**src/rtl/addr_dec_pkg.sv**
```systemverilog
package addr_dec_pkg;
  localparam int unsigned AW         = 32;
  localparam int unsigned N_SEL      = 6;
  localparam int unsigned N_SLOTS    = 6;
  localparam int unsigned FIRST_BLK  = 2;
  localparam int unsigned N_BLK      = 4;
  localparam int unsigned SLOT_W     = $clog2(N_SLOTS);
  localparam int unsigned ROM_OFF_W  = 15;
  localparam int unsigned SRAM_OFF_W = 12;
  localparam int unsigned SLOT_OFF_W = 27;
  localparam int unsigned WIN_OFF_W  = 28;
  localparam logic [AW-1:0] DRAM1_BASE = 32'h5000_0000;

  localparam int unsigned SEL_ROM  = 0;
  localparam int unsigned SEL_SRAM = 1;
  localparam int unsigned SEL_SLOT = 2;
  localparam int unsigned SEL_DRM0 = 3;
  localparam int unsigned SEL_DRM1 = 4;
  localparam int unsigned SEL_PERI = 5;

  typedef enum logic [2:0] {
    TGT_NONE, TGT_ROM, TGT_SRAM, TGT_SLOT, TGT_DRAM0, TGT_DRAM1, TGT_PERI
  } tgt_e;

  typedef enum logic [1:0] {
    BOOT_ROM = 2'b00, BOOT_NOR = 2'b01, BOOT_NAND = 2'b10, BOOT_RSVD = 2'b11
  } boot_e;
endpackage

```
**src/rtl/addr_dec_map.sv**
```systemverilog
module addr_dec_map
  import addr_dec_pkg::*;
(
  input  logic [AW-1:26]     addr_hi_i,
  input  logic [1:0]         boot_mode_i,
  input  logic [N_BLK-1:0]   slot_blk_i,
  input  logic               slot2_nand_i,
  output tgt_e               tgt_o,
  output logic [SLOT_W-1:0]  slot_o
);
  logic [N_SLOTS-1:0] blk_v;
  logic [3:0]         win;
  logic [SLOT_W-1:0]  s_idx;

  genvar k;
  generate
    for (k = 0; k < N_SLOTS; k++) begin : g_blk
      if (k >= FIRST_BLK && k < FIRST_BLK + N_BLK) begin : g_on
        assign blk_v[k] = slot_blk_i[k-FIRST_BLK];
      end else begin : g_off
        assign blk_v[k] = 1'b0;
      end
    end
  endgenerate

  assign win   = addr_hi_i[30:27];
  assign s_idx = SLOT_W'(win[2:0] - 3'd2);

  always_comb begin
    tgt_o  = TGT_NONE;
    slot_o = '0;
    if (!addr_hi_i[31]) begin
      unique case (win)
        4'd0: begin
          unique case (boot_e'(boot_mode_i))
            BOOT_ROM:  tgt_o = TGT_ROM;
            BOOT_NOR:  tgt_o = TGT_SLOT;
            BOOT_NAND: tgt_o = TGT_SRAM;
            default:   tgt_o = TGT_NONE;
          endcase
        end
        4'd1: tgt_o = addr_hi_i[26] ? TGT_SRAM : TGT_ROM;
        4'd2, 4'd3, 4'd4, 4'd5, 4'd6, 4'd7: begin
          slot_o = s_idx;
          if (!blk_v[s_idx])                           tgt_o = TGT_SLOT;
          else if (s_idx == SLOT_W'(2) && slot2_nand_i) tgt_o = TGT_SRAM;
          else                                         tgt_o = TGT_NONE;
        end
        4'd8, 4'd9:                 tgt_o = TGT_DRAM0;
        4'd10, 4'd11, 4'd12, 4'd13: tgt_o = TGT_DRAM1;
        default:                    tgt_o = TGT_PERI;
      endcase
    end
  end
endmodule

```
**src/rtl/addr_dec_out.sv**
```systemverilog
module addr_dec_out
  import addr_dec_pkg::*;
(
  input  tgt_e                tgt_i,
  input  logic [SLOT_W-1:0]   slot_i,
  input  logic [AW-1:0]       addr_i,
  input  logic                write_i,
  output logic [N_SEL-1:0]    sel_o,
  output logic [N_SLOTS-1:0]  cs_o,
  output logic [AW-1:0]       offset_o,
  output logic                err_o
);
  logic [N_SEL-1:0] sel_raw;
  logic [AW-1:0]    off_raw;

  assign err_o = (tgt_i == TGT_NONE) || (tgt_i == TGT_ROM && write_i);

  always_comb begin
    sel_raw = '0;
    off_raw = '0;
    unique case (tgt_i)
      TGT_ROM:   begin sel_raw[SEL_ROM]  = 1'b1; off_raw = AW'(addr_i[ROM_OFF_W-1:0]);  end
      TGT_SRAM:  begin sel_raw[SEL_SRAM] = 1'b1; off_raw = AW'(addr_i[SRAM_OFF_W-1:0]); end
      TGT_SLOT:  begin sel_raw[SEL_SLOT] = 1'b1; off_raw = AW'(addr_i[SLOT_OFF_W-1:0]); end
      TGT_DRAM0: begin sel_raw[SEL_DRM0] = 1'b1; off_raw = AW'(addr_i[WIN_OFF_W-1:0]);  end
      TGT_DRAM1: begin sel_raw[SEL_DRM1] = 1'b1; off_raw = addr_i - DRAM1_BASE;         end
      TGT_PERI:  begin sel_raw[SEL_PERI] = 1'b1; off_raw = AW'(addr_i[WIN_OFF_W-1:0]);  end
      default:   ;
    endcase
  end

  assign sel_o    = err_o ? '0 : sel_raw;
  assign offset_o = err_o ? '0 : off_raw;

  genvar k;
  generate
    for (k = 0; k < N_SLOTS; k++) begin : g_cs
      assign cs_o[k] = !err_o && (tgt_i == TGT_SLOT) && (slot_i == SLOT_W'(k));
    end
  endgenerate
endmodule

```
**src/rtl/addr_dec.sv**
```systemverilog
module addr_dec
  import addr_dec_pkg::*;
(
  input  logic                clk_i,
  input  logic                rst_ni,
  input  logic [1:0]          boot_mode_i,
  input  logic [N_BLK-1:0]    slot_blk_i,
  input  logic                slot2_nand_i,
  input  logic                req_valid_i,
  input  logic                req_write_i,
  input  logic [AW-1:0]       req_addr_i,
  output logic                rsp_valid_o,
  output logic [N_SEL-1:0]    rsp_sel_o,
  output logic [N_SLOTS-1:0]  rsp_cs_o,
  output logic [AW-1:0]       rsp_offset_o,
  output logic                rsp_err_o
);
  tgt_e               tgt;
  logic [SLOT_W-1:0]  slot;
  logic [N_SEL-1:0]   d_sel;
  logic [N_SLOTS-1:0] d_cs;
  logic [AW-1:0]      d_off;
  logic               d_err;

  addr_dec_map u_map (
    .addr_hi_i    (req_addr_i[AW-1:26]),
    .boot_mode_i  (boot_mode_i),
    .slot_blk_i   (slot_blk_i),
    .slot2_nand_i (slot2_nand_i),
    .tgt_o        (tgt),
    .slot_o       (slot)
  );

  addr_dec_out u_out (
    .tgt_i    (tgt),
    .slot_i   (slot),
    .addr_i   (req_addr_i),
    .write_i  (req_write_i),
    .sel_o    (d_sel),
    .cs_o     (d_cs),
    .offset_o (d_off),
    .err_o    (d_err)
  );

  always_ff @(posedge clk_i or negedge rst_ni) begin
    if (!rst_ni) begin
      rsp_valid_o  <= 1'b0;
      rsp_sel_o    <= '0;
      rsp_cs_o     <= '0;
      rsp_offset_o <= '0;
      rsp_err_o    <= 1'b0;
    end else begin
      rsp_valid_o  <= req_valid_i;
      rsp_sel_o    <= req_valid_i ? d_sel : '0;
      rsp_cs_o     <= req_valid_i ? d_cs  : '0;
      rsp_offset_o <= req_valid_i ? d_off : '0;
      rsp_err_o    <= req_valid_i && d_err;
    end
  end

  a_r1_latency: assert property (@(posedge clk_i) disable iff (!rst_ni)
    req_valid_i |=> rsp_valid_o);
  a_r1_idle_quiet: assert property (@(posedge clk_i) disable iff (!rst_ni)
    !req_valid_i |=> (!rsp_valid_o && rsp_sel_o == '0 && !rsp_err_o));
  a_r2_sel_onehot: assert property (@(posedge clk_i) disable iff (!rst_ni)
    $onehot0(rsp_sel_o));
  a_r2_err_no_sel: assert property (@(posedge clk_i) disable iff (!rst_ni)
    rsp_err_o |-> (rsp_sel_o == '0 && rsp_cs_o == '0 && rsp_offset_o == '0));
  a_r8_cs_needs_slot: assert property (@(posedge clk_i) disable iff (!rst_ni)
    (rsp_cs_o != '0) |-> (rsp_sel_o[SEL_SLOT] && $onehot(rsp_cs_o)));
  a_r6_rom_alias: assert property (@(posedge clk_i) disable iff (!rst_ni)
    rsp_sel_o[SEL_ROM] |-> (rsp_offset_o[AW-1:ROM_OFF_W] == '0));
  a_r7_rom_write: assert property (@(posedge clk_i) disable iff (!rst_ni)
    (req_valid_i && req_write_i && req_addr_i[31:26] == 6'b000010) |=> rsp_err_o);
  a_r12_peri: assert property (@(posedge clk_i) disable iff (!rst_ni)
    (req_valid_i && req_addr_i[31:28] == 4'h7) |=> (rsp_sel_o == 6'b100000));
  a_r13_high: assert property (@(posedge clk_i) disable iff (!rst_ni)
    (req_valid_i && req_addr_i[31]) |=> rsp_err_o);
endmodule

```
**config.mk**
```make
export PLATFORM = sky130hd
export DESIGN_NAME = addr_dec
export DESIGN_NICKNAME = d
export VERILOG_FILES = /design/src/rtl/addr_dec_pkg.sv /design/src/rtl/addr_dec_map.sv /design/src/rtl/addr_dec_out.sv /design/src/rtl/addr_dec.sv
export SDC_FILE = /design/constraint.sdc
export NUM_CORES = 1
export LEC_CHECK = 0
export BUFFER_PORTS_ARGS = -buffer_cell sky130_fd_sc_hd__clkbuf_2
export CAP_MARGIN = 20
export CORE_MARGIN = 4
export CORE_UTILIZATION = 48
export DETAILED_ROUTE_END_ITERATION = 16
export PLACE_DENSITY = 0.79
export SKIP_LAST_GASP = 1
export SYNTH_ARGS = -nofsm -noshare
export SYNTH_HDL_FRONTEND = slang
export SYNTH_HIERARCHICAL = 1
export SYNTH_SLANG_ARGS = --single-unit
```
**constraint.sdc**
```tcl
create_clock -name clk_i -period 0.8 [get_ports clk_i]
set_clock_uncertainty 0.1 [all_clocks]
set_input_delay 0.08 -clock clk_i [delete_from_list [all_inputs] [get_ports clk_i]]
set_output_delay 0.08 -clock clk_i [all_outputs]
set_load 0.02 [all_outputs]
```
==> summary.md, run 1 <==
| Metric | Value |
|---|---|
| CTS Buf Count | `5` |
| Synth Cell Area | `2205 µm²` |
| Int Pwr | `3.782 mW` |
| Port bufs | `88` |
| Die height | `75.77 µm` |
| Clk sinks | `46` |
| Slew @ Worst Pin | `0.4162 ns` |
| Peak supply drop | `0.7184 mV` |
| CTS Buffer Depth | `2` |
| H-tree lvl count | `2` |
| Most frequent cells in the layout | `buf_6 (53), dfrtp_1 (46), clkbuf_2 (39), and2_4 (27), buf_4 (24)` |
| Setup WS post-layout | `-0.9449 ns` |
| Max Slew Vio Count | `0` |
| Net Sw Frac | `26.20%` |
| Vias per std cell | `4.944` |
| Seq/Total Area, Yosys | `52.21%` |
| Full die area | `5741 µm²` |
| Drt pass-1 iters | `4` |
| Nets | `367` |
| DRT iter0 DRCs | `83` |
| Syn Area/Cell | `11.02 µm²` |
| RSZ-0062 raised after global routing | `true` |
| Ant. Diodes | `0` |
| Gate power share | `24.3%` |
| CTS tree | `built` |
| Seq pwr share | `47.6%` |
| Post-Syn Instances | `200` |
| CP Class | `in2reg` |
| Worst Path Required | `0.89 ns` |
| Via Count | `1,844` |
| Fill count | `234` |
| Root Driver | `clkbuf_8` |
| Detail Placement HPWL | `3.468 mm` |
| Post-route DRC | `0` |
| Average routed wire per standard cell | `16.10 µm` |
| Max Freq | `573.1 MHz` |
| Max FO, Critical Path | `7` |
| Hold Crit Depth | `3` |
| Synth warnings | `6` |
| Final setup viols | `91` |
| Count of state elements after synthesis | `46` |
| Antenna violations before repair | `0` |
| Outcome | `finished, violations left` |
| Commonest non-fill, non-tap cell in the layout | `buf_6` |
| Clock slew at reported path FFs | `0.08 ns` |
| Total GRT Usage | `17.20%` |
| Worst hold path class | `in2reg` |
| Design area | `3620 µm²` |
| Cell Rows | `24` |
| Worst Setup SP | `boot_mode_i[1]` |
| Power per cell area | `1415 nW/µm²` |
| Netlist cell types | `34` |
| Final wirelength | `6.007 mm` |
| Reg area | `1151 µm²` |
| CP Capture Type | `flop` |
| Routability cong. | `0.8711` |
| Area growth syn-to-layout | `64.19%` |
| Die Width | `75.77 µm` |
| First-pass GRT wire length | `7.410 mm` |
| Sw Pwr | `1.342 mW` |
| Slew HR | `72.04%` |
| MaxCap Viol Count | `0` |
| Starting Density | `49.94%` |
| Leak Pwr | `1.870 nW` |
| Critical Path Source Type | `primary input` |
| Num ports | `89` |
| Clock group share of total power | `28.1%` |
| Syn nets | `247` |
| CP Data Arrival Time | `1.83 ns` |
| Final Critical Period | `1.745 ns` |
| Multi-input gate area | `1130 µm²` |
| Fin util | `82.00%` |
| Fraction of layout cells with a size suffix above 1 | `67.91%` |
| Number of global-route vias before repair | `1,682` |
| DP Area | `2963 µm²` |
| Total power | `5.124 mW` |
| Core box area | `4414 µm²` |
| GRT overflow | `0` |
| Final period utilization | `218.1%` |
| Final ANT Viol Nets | `0` |
| Largest net degree at the start of global routing | `47` |
| Hold Violations, Final | `0` |
| Final setup TNS | `-47.06 ns` |
| Failing checks | `negative setup slack` |
| Setup crit end | `rsp_offset_o[16]` |
| Min Hold Slack | `0.01556 ns` |
worst max-delay path, stage by stage:
cell and delay [ns]:
buf_8 0.10, inv_6 0.05, ha_4 0.19, mux2_4 0.27
nand2_2 0.06, a31oi_1 0.07, buf_4 0.17, and3b_2 0.26
nor2_4 0.18, buf_12 0.16, nor2b_1 0.05, and2_2 0.18
sequential cells by signal, indices dropped and copies added (netlist names):
register	count
rsp_offset_o	32
rsp_err_o	1
rsp_valid_o	1
rsp_cs_o	6
rsp_sel_o	6
how the worst min path moves through the flow:
| stage | from | end | slack (ns) |
|---|---|---|---|
| after global placement | rst_ni | rsp_offset_o[17] | -0.02 |
| after global routing | req_addr_i[6] | rsp_offset_o[6] | 0.01 |
| final | req_addr_i[6] | rsp_offset_o[6] | 0.02 |
| after CTS | req_addr_i[0] | rsp_offset_o[0] | -0.001 |
| after floorplan | rst_ni | rsp_cs_o[0] | -0.32 |
| after detailed placement | rst_ni | rsp_offset_o[14] | -0.02 |
cell usage after synthesis (all sizes together):
master / count / area (µm²)
xor2: 2 / 17.52
nand2b: 3 / 21.27
or3: 1 / 6.260
buf: 6 / 51.30
mux2: 1 / 11.26
and3b: 1 / 10.01
and2: 59 / 425.4
a21boi: 1 / 7.510
o21ai: 4 / 20.02
mux2i: 2 / 20.02
clkbuf: 7 / 31.28
ha: 4 / 50.05
nor3b: 5 / 37.54
a31o: 1 / 8.760
a21oi: 3 / 18.77
nor2: 9 / 41.29
dfrtp: 46 / 1151
xnor2: 1 / 8.760
a31oi: 3 / 18.77
nand2: 6 / 22.52
and3: 1 / 6.260
nor4b: 2 / 17.52
nand3b: 1 / 7.510
inv: 6 / 22.52
nor3: 8 / 40.04
nor2b: 17 / 131.4
routing by layer:
metal	global-route usage [%]	routed length, µm	up-vias
met5	0	0	-
met4	7.573	144	0
met3	2.770	331	11
met2	32.51	3303	65
met1	18.58	2228	901
li1	-	-	867
through the flow:
step                      instances  setup slack [ns]
after floorplan                 200            -1.123
after global placement          357            -1.229
after detailed placement        357            -1.285
after CTS                       373           -0.8945
after global routing            373            -1.031
final                           373           -0.9449
power groups by stage:
stage / clock network, mW / registers, mW / logic (mW)
2_1_floorplan: 0 / 2.57 / 0.391
3_3_place_gp: 0 / 2.46 / 0.909
3_5_place_dp: 0 / 2.47 / 0.934
4_1_cts: 1.44 / 2.42 / 1.03
5_1_grt: 1.56 / 2.45 / 1.34
6_report: 1.44 / 2.44 / 1.25
layout make-up:
cell class | instances | area share (%)
inverters | 6 | 0.8296
flip-flops and latches | 46 | 31.80
clock inverters | 1 | 0.1383
well taps | 52 | 1.797
multi-input cells | 135 | 31.21
clock buffers | 7 | 2.385
repair buffers | 126 | 31.84
cells by family after synthesis:
family / after synthesis / synth area share [%]
AND/OR/NAND/NOR: 113 / 34.79
flip-flops: 46 / 52.21
buffers and inverters: 19 / 4.767
AO/OA/AOI/OAI: 12 / 3.349
adder cells (fa/ha/maj): 4 / 2.270
XOR/XNOR: 3 / 1.192
multiplexers: 3 / 1.419
timing repair:
item	4_1_cts	5_1_grt
hold buffers	1	0
cloned	0	1
pin swaps	11	7
hold endpoints to repair	47	0
resized for setup	26	173
buffers inserted	7	0
endpoints found under the setup margin	91	91
Note: power is estimated with default switching activity, not from simulation.
==> run 2, diff against run 1 <==
--- a/config.mk
+++ b/config.mk
@@ -11,6 +11,7 @@
 export CORE_UTILIZATION = 48
 export DETAILED_ROUTE_END_ITERATION = 16
 export PLACE_DENSITY = 0.79
+export RECOVER_POWER = 100
 export SKIP_LAST_GASP = 1
 export SYNTH_ARGS = -nofsm -noshare
 export SYNTH_HDL_FRONTEND = slang
==> summary.md, run 2 (synthesis results as in run 1) <==
| Metric | Value |
|---|---|
| Hold Violations, Final | `0 (unchanged)` |
| Failing checks | `negative setup slack (unchanged)` |
| First-pass GRT wire length | `7.410 mm (unchanged)` |
| Post-route DRC | `0 (unchanged)` |
| Routability cong. | `0.8711 (unchanged)` |
| Clock slew at reported path FFs | `0.08 ns (about the same)` |
| Fin util | `81.80% (was 82.00%)` |
| Total GRT Usage | `17.20% (unchanged)` |
| Die Width | `75.77 µm (unchanged)` |
| Via Count | `1,840 (was 1,844)` |
| Vias per std cell | `4.933 (was 4.944)` |
| Final setup TNS | `-47.10 ns (was -47.06 ns)` |
| Top Registers | `rsp_offset_o (32), rsp_cs_o (6), rsp_sel_o (6) (unchanged)` |
| Min Hold Slack | `0.01553 ns (was 0.01556 ns)` |
| Fraction of layout cells with a size suffix above 1 | `67.91% (unchanged)` |
| Leak Pwr | `1.866 nW (was 1.870 nW)` |
| Full die area | `5741 µm² (unchanged)` |
| Outcome | `finished, violations left (unchanged)` |
| CTS Buf Count | `5 (unchanged)` |
| Starting Density | `49.94% (unchanged)` |
| CP Capture Type | `flop (unchanged)` |
| Drt pass-1 iters | `4 (unchanged)` |
| Root Driver | `clkbuf_8 (unchanged)` |
| RSZ-0062 raised after global routing | `true (unchanged)` |
| Ant. Diodes | `0 (unchanged)` |
| Final period utilization | `218.2% (was 218.1%)` |
| CP Data Arrival Time | `1.83 ns (about the same)` |
| Number of global-route vias before repair | `1,682 (unchanged)` |
| Placed insts | `357 (unchanged)` |
| Final setup viols | `91 (unchanged)` |
| Max Freq | `572.8 MHz (was 573.1 MHz)` |
| Power per cell area | `1417 nW/µm² (was 1415 nW/µm²)` |
| Average routed wire per standard cell | `16.14 µm (was 16.10 µm)` |
| Slew @ Worst Pin | `0.4163 ns (was 0.4162 ns)` |
| Core box area | `4414 µm² (unchanged)` |
| Commonest non-fill, non-tap cell in the layout | `buf_6 (unchanged)` |
| Dpl ws | `-1.285 ns (unchanged)` |
| Detail Placement HPWL | `3.468 mm (unchanged)` |
| Final wirelength | `6.021 mm (was 6.007 mm)` |
| Worst Path Required | `0.89 ns (about the same)` |
| Area growth syn-to-layout | `63.79% (was 64.19%)` |
| CP Class | `in2reg (unchanged)` |
| Slew HR | `72.04% (about the same)` |
| Max FFs per register | `32 (unchanged)` |
| Cell Rows | `24 (unchanged)` |
| Die height | `75.77 µm (unchanged)` |
| Port bufs | `88 (unchanged)` |
| Fill count | `237 (was 234)` |
| Critical Path Source Type | `primary input (unchanged)` |
| Final cell count without fillers | `373 (unchanged)` |
| DP Area | `2963 µm² (unchanged)` |
| Most frequent cells in the layout | `buf_6 (54), dfrtp_1 (46), clkbuf_2 (39), and2_4 (27), buf_4 (24) (was buf_6 (53), dfrtp_1 (46), clkbuf_2 (39), and2_4 (27), buf_4 (24))` |
| Largest net degree at the start of global routing | `47 (unchanged)` |
| H-tree lvl count | `2 (unchanged)` |
| MaxCap Viol Count | `0 (unchanged)` |
| Num ports | `89 (unchanged)` |
| Antenna violations before repair | `0 (unchanged)` |
| Final Critical Period | `1.746 ns (was 1.745 ns)` |
| Peak supply drop | `0.7168 mV (was 0.7184 mV)` |
| DRT iter0 DRCs | `83 (unchanged)` |
| Total power | `5.118 mW (was 5.124 mW)` |
| Final ANT Viol Nets | `0 (unchanged)` |
| Worst hold path class | `in2reg (unchanged)` |
| CTS Buffer Depth | `2 (unchanged)` |
| Setup WS post-layout | `-0.9458 ns (was -0.9449 ns)` |
| Clk sinks | `46 (unchanged)` |
| Biggest register | `rsp_offset_o (unchanged)` |
| Nets | `367 (unchanged)` |
| GRT overflow | `0 (unchanged)` |
| Max Slew Vio Count | `0 (unchanged)` |
| Design area | `3611 µm² (was 3620 µm²)` |
| Max FO, Critical Path | `7 (unchanged)` |
| CTS tree | `built (unchanged)` |
## run 2: path summary, 6_finish.rpt
check | startpoint | to | slack (ns) | cells past startpoint
max | boot_mode_i[1] | rsp_offset_o[16] | -0.95 | 12
min | req_addr_i[6] | rsp_offset_o[6] | 0.02 | 3
max in group asynchronous | rst_ni | rsp_cs_o[2] | 0.05 | 3
min in group asynchronous | rst_ni | rsp_offset_o[23] | 0.26 | 3
## run 2: repair_timing
item	in CTS	in global routing
resized for setup	26	173
endpoints found under the hold margin	47	0
setup endpoints to repair	91	91
cloned	0	1
buffers inserted	7	0
hold buffers	1	0
pin swaps	11	7
## run 2: area by class of cell
cell class	count	area (µm²)	area share [%]
Tap cell	52	65.06	1.802
Inverter	6	30.03	0.8316
Clock inverter	1	5.005	0.1386
Sequential cell	46	1151	31.88
Multi-Input combinational cell	135	1130	31.29
Clock buffer	7	86.33	2.391
Timing Repair Buffer	126	1144	31.67
## run 2: per-layer routing
metal,share of wire [%],routed length (µm),track usage (%),up-vias
met5,0,0,0,-
met4,2.4,144,7.573,0
met3,5.4,327,2.770,11
met2,55,3318,32.51,63
met1,37,2230,18.58,899
li1,-,-,-,867
## run 2: critical path: stages
cell,delay (ns)
buf_8,0.10
inv_6,0.05
ha_4,0.19
mux2_4,0.27
nand2_2,0.06
a31oi_1,0.07
buf_4,0.17
and3b_2,0.26
nor2_4,0.18
buf_12,0.16
nor2b_1,0.05
and2_2,0.18
## run 2: where the power goes
group / switching (mW) / internal [mW]
registers: 0.0407 / 2.40
clock network: 0.740 / 0.697
logic: 0.561 / 0.679
total: 1.34 / 3.78
==> run 3, diff against run 2 <==
--- a/config.mk
+++ b/config.mk
@@ -7,7 +7,6 @@
 export LEC_CHECK = 0
 export BUFFER_PORTS_ARGS = -buffer_cell sky130_fd_sc_hd__clkbuf_2
 export CAP_MARGIN = 20
-export CORE_MARGIN = 4
 export CORE_UTILIZATION = 48
 export DETAILED_ROUTE_END_ITERATION = 16
 export PLACE_DENSITY = 0.79
@@ -17,3 +16,4 @@
 export SYNTH_HDL_FRONTEND = slang
 export SYNTH_HIERARCHICAL = 1
 export SYNTH_SLANG_ARGS = --single-unit
+export TNS_END_PERCENT = 50
==> summary.md, run 3 (synthesis results as in run 1) <==
| Metric | Value |
|---|---|
| Outcome | `finished, violations left (unchanged)` |
| Failing checks | `negative hold slack, negative setup slack (was negative setup slack)` |
| Reg area | `1151 µm² (unchanged)` |
| Final period utilization | `212.5% (was 218.2%)` |
| Worst path slowest cell | `mux2_4 (unchanged)` |
| CP Data Arrival Time | `1.79 ns (was 1.83 ns)` |
| Fill count | `293 (was 237)` |
| Min Hold Slack | `-0.008894 ns (was 0.01553 ns)` |
| Leak Pwr | `1.774 nW (was 1.866 nW)` |
| Area growth syn-to-layout | `50.06% (was 63.79%)` |
| Vias per std cell | `4.593 (was 4.933)` |
| Design area | `3308 µm² (was 3611 µm²)` |
| Sw Pwr | `1.256 mW (was 1.342 mW)` |
| Commonest non-fill, non-tap cell in the layout | `clkbuf_2 (was buf_6)` |
| Final ANT Viol Nets | `0 (unchanged)` |
| Post-route DRC | `0 (unchanged)` |
| Ant. Diodes | `0 (unchanged)` |
| Die Width | `69.77 µm (was 75.77 µm)` |
| Detail Placement HPWL | `3.102 mm (was 3.468 mm)` |
| Fin util | `75.46% (was 81.80%)` |
| Worst Path Required | `0.88 ns (was 0.89 ns)` |
| Multi-input gate area | `1155 µm² (was 1130 µm²)` |
| Worst hold path class | `in2reg (unchanged)` |
| Max FO, Critical Path | `6 (was 7)` |
| Drt pass-1 iters | `4 (unchanged)` |
| Top Registers | `rsp_offset_o (32), rsp_cs_o (6), rsp_sel_o (6) (unchanged)` |
| Num ports | `89 (unchanged)` |
| Final setup viols | `91 (unchanged)` |
| Via Count | `1,704 (was 1,840)` |
| H-tree lvl count | `2 (unchanged)` |
| Fraction of layout cells with a size suffix above 1 | `66.77% (was 67.91%)` |
| RSZ-0062 raised after global routing | `true (unchanged)` |
| Net Sw Frac | `25.50% (was 26.22%)` |
| Int Pwr | `3.669 mW (was 3.776 mW)` |
| CP Capture Type | `flop (unchanged)` |
| Average routed wire per standard cell | `12.30 µm (was 16.14 µm)` |
| Largest net degree at the start of global routing | `29 (was 47)` |
| Port bufs | `88 (unchanged)` |
| Antenna violations before repair | `0 (unchanged)` |
| Met2 routed WL | `2.417 mm (was 3.318 mm)` |
| CTS Buf Count | `5 (unchanged)` |
| Slew @ Worst Pin | `0.6476 ns (was 0.4163 ns)` |
| Slew HR | `56.49% (was 72.04%)` |
| Max FFs per register | `32 (unchanged)` |
| Buffers and inverters on the worst path | `4 (unchanged)` |
| Most frequent cells in the layout | `clkbuf_2 (86), dfrtp_1 (46), and2_2 (26), buf_4 (21), and2_4 (20) (was buf_6 (54), dfrtp_1 (46), clkbuf_2 (39), and2_4 (27), buf_4 (24))` |
| DRT iter0 DRCs | `64 (was 83)` |
| Seq pwr share | `49.1% (was 47.7%)` |
| Clock slew at reported path FFs | `0.07 ns (was 0.08 ns)` |
| Full die area | `4868 µm² (was 5741 µm²)` |
| Setup WS post-layout | `-0.9002 ns (was -0.9458 ns)` |
| Cell class contributing the biggest share of worst-path delay | `simple AND/OR/NAND/NOR gates (unchanged)` |
| Core box area | `4384 µm² (was 4414 µm²)` |
| Final Critical Period | `1.700 ns (was 1.746 ns)` |
| DP Area | `2904 µm² (was 2963 µm²)` |
| Met1 wire length | `1.827 mm (was 2.230 mm)` |
| Clock group share of total power | `28.5% (was 28.1%)` |
| Crit path cell chain | `buf_8, inv_6, ha_4, mux2_4, nand2_2, a31oi_1, buf_4, and3b_2, nor2_4, clkbuf_16, nor2b_2, and2_2 (was buf_8, inv_6, ha_4, mux2_4, nand2_2, a31oi_1, buf_4, and3b_2, nor2_4, buf_12, nor2b_1, and2_2)` |
| Max Freq | `588.2 MHz (was 572.8 MHz)` |
| Biggest register | `rsp_offset_o (unchanged)` |
| Root Driver | `clkbuf_8 (unchanged)` |
| CP Class | `in2reg (unchanged)` |
| Gate power share | `22.4% (was 24.2%)` |
| Final wirelength | `4.563 mm (was 6.021 mm)` |
| CTS tree | `built (unchanged)` |
| Number of global-route vias before repair | `1,620 (was 1,682)` |
| Peak supply drop | `0.8125 mV (was 0.7168 mV)` |
| Power per cell area | `1489 nW/µm² (was 1417 nW/µm²)` |
| Nets | `365 (was 367)` |
| Starting Density | `50.29% (was 49.94%)` |
| Hold Violations, Final | `1 (was 0)` |
| Critical Path Source Type | `primary input (unchanged)` |
| GRT overflow | `0 (unchanged)` |
| Clk sinks | `46 (unchanged)` |
| Die height | `69.77 µm (was 75.77 µm)` |
| CP max stage delay | `0.27 ns (about the same)` |
| Max Slew Vio Count | `0 (unchanged)` |
| Highest Signal Layer | `met4 (unchanged)` |
| First-pass GRT wire length | `7.286 mm (was 7.410 mm)` |
| Total GRT Usage | `19.29% (was 17.20%)` |
| Final setup TNS | `-44.64 ns (was -47.10 ns)` |
| MaxCap Viol Count | `0 (unchanged)` |
| CTS Buffer Depth | `2 (unchanged)` |
| WL met3 | `250 µm (was 327 µm)` |
| Cell Rows | `24 (unchanged)` |
| Routability cong. | `0.7724 (was 0.8711)` |
run 3: metal layers:
| layer | global-route usage, % | up-vias |
|---|---|---|
| li1 | - | 865 |
| met1 | 22.30 | 778 |
| met2 | 33.76 | 56 |
| met3 | 5.378 | 5 |
| met4 | 7.333 | 0 |
| met5 | 0 | - |
run 3: per-stage QoR:
step	total power [mW]	hold slack, ns	setup slack [ns]	instances
2_1_floorplan	2.942	-0.3156	-1.133	200
3_3_place_gp	3.333	-0.1177	-1.237	355
3_5_place_dp	3.353	-0.1156	-1.312	355
4_1_cts	4.884	-0.001107	-0.9154	368
5_1_grt	5.148	-0.003627	-1.013	371
6_report	4.925	-0.008894	-0.9002	371
run 3: worst paths after layout:
kind	slack (ns)	start	cells after the start	end
min in group asynchronous	0.13	rst_ni	2	rsp_offset_o[22]
max	-0.90	boot_mode_i[1]	12	rsp_offset_o[21]
min	-0.009	req_valid_i	2	rsp_offset_o[28]
max in group asynchronous	0.06	rst_ni	3	rsp_offset_o[7]
run 3: final cells by class:
| type | count | area share [%] |
|---|---|---|
| timing repair buffer | 123 | 24.74 |
| multi-input combinational | 136 | 34.91 |
| clock buffer | 7 | 2.610 |
| sequential | 46 | 34.80 |
| inverter | 6 | 0.8321 |
| tap | 52 | 1.967 |
| clock inverter | 1 | 0.1513 |
run 3: timing repair:
item                                    4_1_cts  5_1_grt
resized for setup                            39       36
endpoints found under the setup margin       91       91
hold buffers                                  1        0
gates cloned                                  1        1
buffers inserted                              3        3
pin swaps                                    18       21
hold endpoints to repair                     47        0
run 3: power by group through the flow:
| stage | registers (mW) | logic (mW) | clock network (mW) |
|---|---|---|---|
| CTS | 2.42 | 1.02 | 1.44 |
| global placement | 2.46 | 0.869 | 0 |
| detailed placement | 2.47 | 0.887 | 0 |
| finish | 2.42 | 1.10 | 1.40 |
| global route | 2.43 | 1.20 | 1.52 |
| floorplan | 2.57 | 0.372 | 0 |
